--- src/rtl/dram_ctl_pkg.sv ---
package dram_ctl_pkg;

    localparam int BANKS = 2;

    typedef enum logic [3:0] {
        ST_IDLE,
        ST_ROW,
        ST_RAS,
        ST_COL,
        ST_CAS,
        ST_ACK,
        ST_PRE,
        ST_REF1,
        ST_REF2,
        ST_REF3,
        ST_REF4
    } seq_state_t;

endpackage

--- src/rtl/dram_sync.sv ---
module dram_sync #(
    parameter int W      = 2,
    parameter int STAGES = 2
) (
    input  logic         clk,
    input  logic         rst_n,
    input  logic [W-1:0] d,
    output logic [W-1:0] q
);

    logic [W-1:0] stg [STAGES];

    generate
        for (genvar i = 0; i < STAGES; i++) begin : g_stage
            if (i == 0) begin : g_first
                always_ff @(posedge clk or negedge rst_n) begin
                    if (!rst_n) stg[0] <= '1;
                    else        stg[0] <= d;
                end
            end else begin : g_next
                always_ff @(posedge clk or negedge rst_n) begin
                    if (!rst_n) stg[i] <= '1;
                    else        stg[i] <= stg[i-1];
                end
            end
        end
    endgenerate

    assign q = stg[STAGES-1];

endmodule

--- src/rtl/dram_refresh_timer.sv ---
module dram_refresh_timer #(
    parameter int INTERVAL = 781
) (
    input  logic clk,
    input  logic rst_n,
    input  logic ref_ack,
    output logic ref_req
);

    localparam int CW = $clog2(INTERVAL + 1);

    logic [CW-1:0] cnt;
    logic          hit;

    assign hit = (cnt == CW'(INTERVAL));

    always_ff @(posedge clk or negedge rst_n) begin
        if (!rst_n) begin
            cnt     <= '0;
            ref_req <= 1'b0;
        end else begin
            if (hit) cnt <= '0;
            else     cnt <= cnt + 1'b1;
            // a fresh request outranks the clear of the previous one
            if (hit)          ref_req <= 1'b1;
            else if (ref_ack) ref_req <= 1'b0;
        end
    end

    a_r5_req_held: assert property (@(posedge clk) disable iff (!rst_n)
        (ref_req && !ref_ack) |=> ref_req);

    a_r5_ack_clears: assert property (@(posedge clk) disable iff (!rst_n)
        (ref_ack && !hit) |=> !ref_req);

endmodule

--- src/rtl/dram_sequencer.sv ---
module dram_sequencer
    import dram_ctl_pkg::*;
#(
    parameter int ADDR_W     = 11,
    parameter int ROW_LSB    = 1,
    parameter int PRE_CYCLES = 2
) (
    input  logic                                clk,
    input  logic                                rst_n,
    input  logic                                as_s_n,
    input  logic                                cs_s_n,
    input  logic                                ref_req,
    output logic                                ref_ack,
    input  logic [ROW_LSB+2*ADDR_W-1:ROW_LSB]   cpu_addr,
    input  logic                                cpu_rw,
    input  logic                                uds_n,
    input  logic                                lds_n,
    input  logic                                bank_b_sel,
    output logic                                dtack_n,
    output logic [ADDR_W-1:0]                   dram_addr,
    output logic [BANKS-1:0]                    ras_n,
    output logic [BANKS-1:0]                    cas_lo_n,
    output logic [BANKS-1:0]                    cas_hi_n,
    output logic [BANKS-1:0]                    we_n
);

    localparam int PW = (PRE_CYCLES > 1) ? $clog2(PRE_CYCLES) : 1;

    seq_state_t     state, nxt;
    logic [PW-1:0]  pre_cnt;
    logic           bank_q;
    logic [ADDR_W-1:0] row_a, col_a;

    assign row_a = cpu_addr[ROW_LSB +: ADDR_W];
    assign col_a = cpu_addr[ROW_LSB+ADDR_W +: ADDR_W];

    // next state
    always_comb begin
        nxt = state;
        unique case (state)
            ST_IDLE: begin
                if (ref_req)                 nxt = ST_REF1;
                else if (!cs_s_n && !as_s_n) nxt = ST_ROW;
            end
            ST_ROW:  nxt = ST_RAS;
            ST_RAS:  nxt = ST_COL;
            ST_COL:  nxt = ST_CAS;
            ST_CAS:  nxt = ST_ACK;
            ST_ACK:  if (as_s_n) nxt = ST_PRE;
            ST_PRE:  if (pre_cnt == '0) nxt = ST_IDLE;
            ST_REF1: nxt = ST_REF2;
            ST_REF2: nxt = ST_REF3;
            ST_REF3: nxt = ST_REF4;
            ST_REF4: nxt = ST_PRE;
            default: nxt = ST_IDLE;
        endcase
    end

    // state register, precharge timer, bank latch
    always_ff @(posedge clk or negedge rst_n) begin
        if (!rst_n) begin
            state   <= ST_IDLE;
            pre_cnt <= '0;
            bank_q  <= 1'b0;
        end else begin
            state <= nxt;
            if (nxt == ST_PRE && state != ST_PRE) pre_cnt <= PW'(PRE_CYCLES - 1);
            else if (state == ST_PRE)             pre_cnt <= pre_cnt - 1'b1;
            if (state == ST_IDLE && nxt == ST_ROW) bank_q <= bank_b_sel;
        end
    end

    // registered outputs, decoded from the state being entered
    always_ff @(posedge clk or negedge rst_n) begin
        if (!rst_n) begin
            ras_n     <= '1;
            cas_lo_n  <= '1;
            cas_hi_n  <= '1;
            we_n      <= '1;
            dtack_n   <= 1'b1;
            ref_ack   <= 1'b0;
            dram_addr <= '0;
        end else begin
            ras_n    <= '1;
            cas_lo_n <= '1;
            cas_hi_n <= '1;
            we_n     <= '1;
            dtack_n  <= 1'b1;
            ref_ack  <= 1'b0;
            unique case (nxt)
                ST_ROW: dram_addr <= row_a;
                ST_RAS: ras_n[bank_q] <= 1'b0;
                ST_COL: begin
                    dram_addr     <= col_a;
                    ras_n[bank_q] <= 1'b0;
                    we_n[bank_q]  <= cpu_rw;
                end
                ST_CAS, ST_ACK: begin
                    ras_n[bank_q]    <= 1'b0;
                    we_n[bank_q]     <= cpu_rw;
                    cas_lo_n[bank_q] <= lds_n;
                    cas_hi_n[bank_q] <= uds_n;
                    if (nxt == ST_ACK) dtack_n <= 1'b0;
                end
                ST_REF1: begin
                    cas_lo_n <= '0;
                    cas_hi_n <= '0;
                    ref_ack  <= 1'b1;
                end
                ST_REF2: begin
                    cas_lo_n <= '0;
                    cas_hi_n <= '0;
                    ras_n    <= '0;
                end
                ST_REF3: ras_n <= '0;
                default: ;
            endcase
        end
    end

    a_r2_single_bank: assert property (@(posedge clk) disable iff (!rst_n)
        !dtack_n |-> (ras_n[0] != ras_n[1]));

    a_r4_dtack_after_ras: assert property (@(posedge clk) disable iff (!rst_n)
        $fell(dtack_n) |-> ($past(ras_n) != '1));

    a_r6_ack_pulse: assert property (@(posedge clk) disable iff (!rst_n)
        ref_ack |=> !ref_ack);

    a_r8_refresh_first: assert property (@(posedge clk) disable iff (!rst_n)
        (state == ST_IDLE && ref_req) |=> (state == ST_REF1));

    a_r9_ras_a_rest: assert property (@(posedge clk) disable iff (!rst_n)
        $rose(ras_n[0]) |=> ras_n[0]);

    a_r9_ras_b_rest: assert property (@(posedge clk) disable iff (!rst_n)
        $rose(ras_n[1]) |=> ras_n[1]);

endmodule

--- src/rtl/dram_ctl_dual.sv ---
module dram_ctl_dual
    import dram_ctl_pkg::*;
#(
    parameter int ADDR_W           = 11,
    parameter int ROW_LSB          = 1,
    parameter int REFRESH_INTERVAL = 781,
    parameter int PRE_CYCLES       = 2,
    parameter int SYNC_STAGES      = 2
) (
    input  logic                              clk,
    input  logic                              rst_n,
    input  logic [ROW_LSB+2*ADDR_W-1:ROW_LSB] cpu_addr,
    input  logic                              cpu_as_n,
    input  logic                              dram_cs_n,
    input  logic                              cpu_rw,
    input  logic                              cpu_uds_n,
    input  logic                              cpu_lds_n,
    input  logic                              bank_b_sel,
    output logic                              dtack_n,
    output logic [ADDR_W-1:0]                 dram_addr,
    output logic                              ras_a_n,
    output logic                              ras_b_n,
    output logic                              cas_a_lo_n,
    output logic                              cas_a_hi_n,
    output logic                              cas_b_lo_n,
    output logic                              cas_b_hi_n,
    output logic                              we_a_n,
    output logic                              we_b_n
);

    logic [1:0]       strobes_s;
    logic             ref_req, ref_ack;
    logic [BANKS-1:0] ras_n, cas_lo_n, cas_hi_n, we_n;

    dram_sync #(.W(2), .STAGES(SYNC_STAGES)) u_sync (
        .clk   (clk),
        .rst_n (rst_n),
        .d     ({dram_cs_n, cpu_as_n}),
        .q     (strobes_s)
    );

    dram_refresh_timer #(.INTERVAL(REFRESH_INTERVAL)) u_refresh (
        .clk     (clk),
        .rst_n   (rst_n),
        .ref_ack (ref_ack),
        .ref_req (ref_req)
    );

    dram_sequencer #(
        .ADDR_W     (ADDR_W),
        .ROW_LSB    (ROW_LSB),
        .PRE_CYCLES (PRE_CYCLES)
    ) u_seq (
        .clk        (clk),
        .rst_n      (rst_n),
        .as_s_n     (strobes_s[0]),
        .cs_s_n     (strobes_s[1]),
        .ref_req    (ref_req),
        .ref_ack    (ref_ack),
        .cpu_addr   (cpu_addr),
        .cpu_rw     (cpu_rw),
        .uds_n      (cpu_uds_n),
        .lds_n      (cpu_lds_n),
        .bank_b_sel (bank_b_sel),
        .dtack_n    (dtack_n),
        .dram_addr  (dram_addr),
        .ras_n      (ras_n),
        .cas_lo_n   (cas_lo_n),
        .cas_hi_n   (cas_hi_n),
        .we_n       (we_n)
    );

    assign ras_a_n    = ras_n[0];
    assign ras_b_n    = ras_n[1];
    assign cas_a_lo_n = cas_lo_n[0];
    assign cas_a_hi_n = cas_hi_n[0];
    assign cas_b_lo_n = cas_lo_n[1];
    assign cas_b_hi_n = cas_hi_n[1];
    assign we_a_n     = we_n[0];
    assign we_b_n     = we_n[1];

endmodule

--- config.mk ---
export PLATFORM = sky130hd
export DESIGN_NAME = dram_ctl_dual
export DESIGN_NICKNAME = d
export VERILOG_FILES = /design/src/rtl/dram_ctl_pkg.sv /design/src/rtl/dram_sync.sv /design/src/rtl/dram_refresh_timer.sv /design/src/rtl/dram_sequencer.sv /design/src/rtl/dram_ctl_dual.sv
export SDC_FILE = /design/constraint.sdc
export NUM_CORES = 1
export LEC_CHECK = 0
export BUFFER_PORTS_ARGS = -buffer_cell sky130_fd_sc_hd__buf_4
export CAP_MARGIN = 20
export CORE_ASPECT_RATIO = 1.1
export CORE_MARGIN = 3
export CORE_UTILIZATION = 40
export DETAILED_ROUTE_END_ITERATION = 10
export PLACE_DENSITY = 0.71
export SLEW_MARGIN = 0
export SYNTH_ARGS = -nofsm -noshare
export SYNTH_HDL_FRONTEND = slang
export SYNTH_SLANG_ARGS = --single-unit
--- constraint.sdc ---
create_clock -name clk -period 2 [get_ports clk]
set_input_delay 0.2 -clock clk [delete_from_list [all_inputs] [get_ports clk]]
set_output_delay 0.2 -clock clk [all_outputs]
set_load 0.01 [all_outputs]
==> impl_metrics.py <==
metrics = {
    "layout": {
        "drive_above_1_share_pct": 46.9,
        "diodes": 0,
        "fillCellCount": 414,
        "area_growth_pct": 28.0,
        "finish.utilization_pct": 54.5,
        "final_nets": 257,
    },
    "critical_path": {
        "cp_max_fo": 12,
        "cp.arrival_ps": 2040,
        "path_class": "reg -> reg",
        "crit_slowest_cell": "dfrtp_1",
        "crit_path_cell_trace": "inv_1, o311ai_2, nor3_2, buf_12, mux2_4",
        "cp-start-kind": "flip-flop",
        "endpoint_kind": "flip-flop",
        "worstPathRequired_ps": 2170,
        "max_stage_delay_ps": 550,
    },
    "placed_design": {
        "place_hpwl_mm": 2.74,
        "pre_cts_ws_ps": 74.2,
        "gp_congestion": 0.836,
        "io_buffers": 49,
    },
    "die": {
        "rows": 26,
        "floorplan.io_pins": 50,
        "initial_core_util_pct": 42.6,
        "core_sq_mm": 0.00478,
        "die_area_sq_mm": 0.00599,
        "die_width_um": 74.0,
        "die_h_um": 80.8,
    },
    "power": {
        "switchingPower_mw": 1.34,
        "combinationalPowerShare_pct": 48.3,
        "finalPower_mw": 4.01,
        "cellPowerDensity_mw_per_mm2": 1540,
        "leakage_nw": 1.15,
        "ir_worst_vdd_mv": 0.745,
        "p_int_mw": 2.67,
        "seqPwrFrac_pct": 35.6,
        "clkPwrFrac_pct": 16.0,
        "swShare_pct": 33.4,
    },
    "route": {
        "wl_per_cell_um": 13.5,
        "vias": 1451,
        "avgViaCountPerCell": 5.15,
        "drt_iter0_drc": 63,
        "drc": 0,
        "first_pass_iters": 4,
        "ant_nets": 0,
        "wl_mm": 3.82,
    },
    "cts": {
        "path_clk_slew_ps": 80,
        "post_cts_buffers": 0,
        "numCtsBuffers": 5,
        "cts_buffer_depth": 2,
        "clock_latency_ps": 290,
        "cts_tree": "built",
        "htree_levels": 2,
        "cts_sinks": 42,
        "cts_root_buf": "clkbuf_8",
    },
    "logic_synthesis": {
        "yosys.area.top_type_share_pct": 35.6,
        "netlist_area_sq_mm": 0.00204,
        "yosysWarnings": 0,
        "synth_enable_flop_cells": 0,
        "netlist_top_cells_count": "29 x dfrtp_1, 13 x dfstp_2, 12 x mux2_2, 12 x nor2_1, 10 x mux2_4",
        "syn-instance-count": 169,
        "async_reset_ff_share_pct": 100,
        "ys_ff_latch": 42,
        "synth-main-ff-cell": "dfrtp_1",
        "avgSynthCellArea_sq_um": 12.1,
        "synthMostInstantiatedCell": "dfrtp_1",
        "synth_top_cell_by_area": "dfrtp_1",
        "ys_seq_area_share_pct": 52.4,
        "syn-num-nets": 201,
        "synth.top_cells.by_area": "dfrtp_1 36%, dfstp_2 17%, mux2_4 7.4%",
        "synth_cell_types": 42,
    },
    "sta": {
        "fin_crit_ps": 1870,
        "skew_ps": 5.97,
        "tightest_slew_ps": 516,
        "max_freq_mhz": 536,
        "final_hold_viol_count": 0,
        "fin_ws_ps": 134,
        "setup_tns_ps": 0,
        "period_share_pct": 93.3,
        "slew_violations": 0,
        "rsz0062_at_grt": "false",
        "relSlewSlack_pct": 65.6,
        "setup_viol": 0,
    },
    "run": {
        "maxCapViolCount": 0,
    },
    "grt": {
        "grt_max_degree": 43,
        "grt_util_all_layers_pct": 13.8,
        "grt_pass1_wl_mm": 6.31,
        "grt_pass1_vias": 1398,
        "overflow": 0,
        "antenna_found_initial": 0,
    },
    "run_status": {
        "status": "finished, final reports clean",
    },
    "hold_path": {
        "hold_class": "in -> reg",
    },
}
## power groups by stage
stage / Combinational [mW] / Sequential, mW / Clock [mW]
after floorplan: 1.35 / 1.42 / 0
after detailed placement: 1.96 / 1.43 / 0
after global routing: 2.11 / 1.48 / 0.712
after global placement: 1.92 / 1.43 / 0
final: 1.94 / 1.43 / 0.644
after CTS: 1.97 / 1.43 / 0.664
## kinds of logic after synthesis
group           share of synthesized area [%]
fa+ha+maj                                1.23
compound gates                           9.89
flops                                    52.4
mux                                      14.6
xor+xnor                                 3.87
simple gates                             13.6
buf+inv                                  4.48
## path summary, 6_finish.rpt
| path | cells after the start | from | to | slack, ps |
|---|---|---|---|---|
| max | 5 | u_seq.state[1] | u_seq.dram_addr[3] | 130 |
| min | 3 | cpu_rw | u_seq.we_n[0] | 120 |
| max reg2reg | 5 | u_seq.state[1] | u_seq.dram_addr[3] | 130 |
| min reg2reg | 0 | u_sync.stg[2] | u_sync.q[0] | 360 |
| max in group asynchronous | 2 | rst_n | u_seq.state[2] | 1190 |
| min in group asynchronous | 2 | rst_n | u_seq.pre_cnt | 420 |
## through the flow
step / std cells / cell area, sq um / hold WS, ps
after floorplan: 169 / 2040 / -95.6
after global placement: 271 / 2470 / 206
after detailed placement: 271 / 2470 / 213
after CTS: 280 / 2580 / 4.20
after global routing: 282 / 2610 / 125
final: 282 / 2610 / 125
## registers in the layout, summed over array words and instances, names as in the netlist
register and flops:
u_seq.dram_addr 11, u_refresh.cnt 10, u_seq.state 4, u_seq.cas_hi_n 2, u_seq.cas_lo_n 2, u_seq.ras_n 2
u_seq.we_n 2, u_sync.q 2, u_sync.stg 2, u_refresh.ref_req 1, u_seq.bank_q 1, u_seq.dtack_n 1
u_seq.pre_cnt 1, u_seq.ref_ack 1
## final cells by class
type                            count  area, sq um  area share (%)
Sequential cell                    42         1070            41.1
Multi-Input combinational cell    111          878            33.7
Timing Repair Buffer               58          455            17.5
Clock buffer                        7         76.3            2.93
Tap cell                           56         70.1            2.69
Clock inverter                      1         30.0            1.15
Inverter                            7         26.3            1.01
## critical path, delay by kind of cell (launching register included)
kind,cells,cell delay (ps)
DFF,1,550
AOI/OAI and AO/OA,1,400
buffers and inverters,2,380
muxes,1,300
and+or+nand+nor,1,110
## layer usage
| layer | track usage [%] | wire length [um] |
|---|---|---|
| met3 | 3.34 | 234 |
| met1 | 17.8 | 1730 |
| met2 | 22.1 | 1790 |
| met4 | 5.43 | 58 |
| met5 | 0 | 0 |
## cell usage in the layout, fill, tap and decap left out, types with 2 or more instances in the layout
cell type	count
dfrtp_2	3
buf_4	54
nor3_1	2
ha_1	2
xnor2_1	6
a21oi_1	8
nand4_1	3
a31oi_1	6
dlygate4sd3_1	3
nand2_1	6
dfrtp_1	26
clkbuf_1	2
nor2b_1	6
o21ai_0	4
mux2_2	12
o21ai_1	4
mux2_4	10
inv_1	7
xor2_1	3
clkbuf_8	5
dfstp_2	13
and4_1	2
nand3_1	5
nor3_2	2
nor2_1	12
## timing repair
action	in CTS	in global routing
endpoints found under the setup margin	0	12
endpoints found under the hold margin	29	2
hold buffers	1	2
gates resized for setup	0	3
Power figures use the tool's default switching activity.
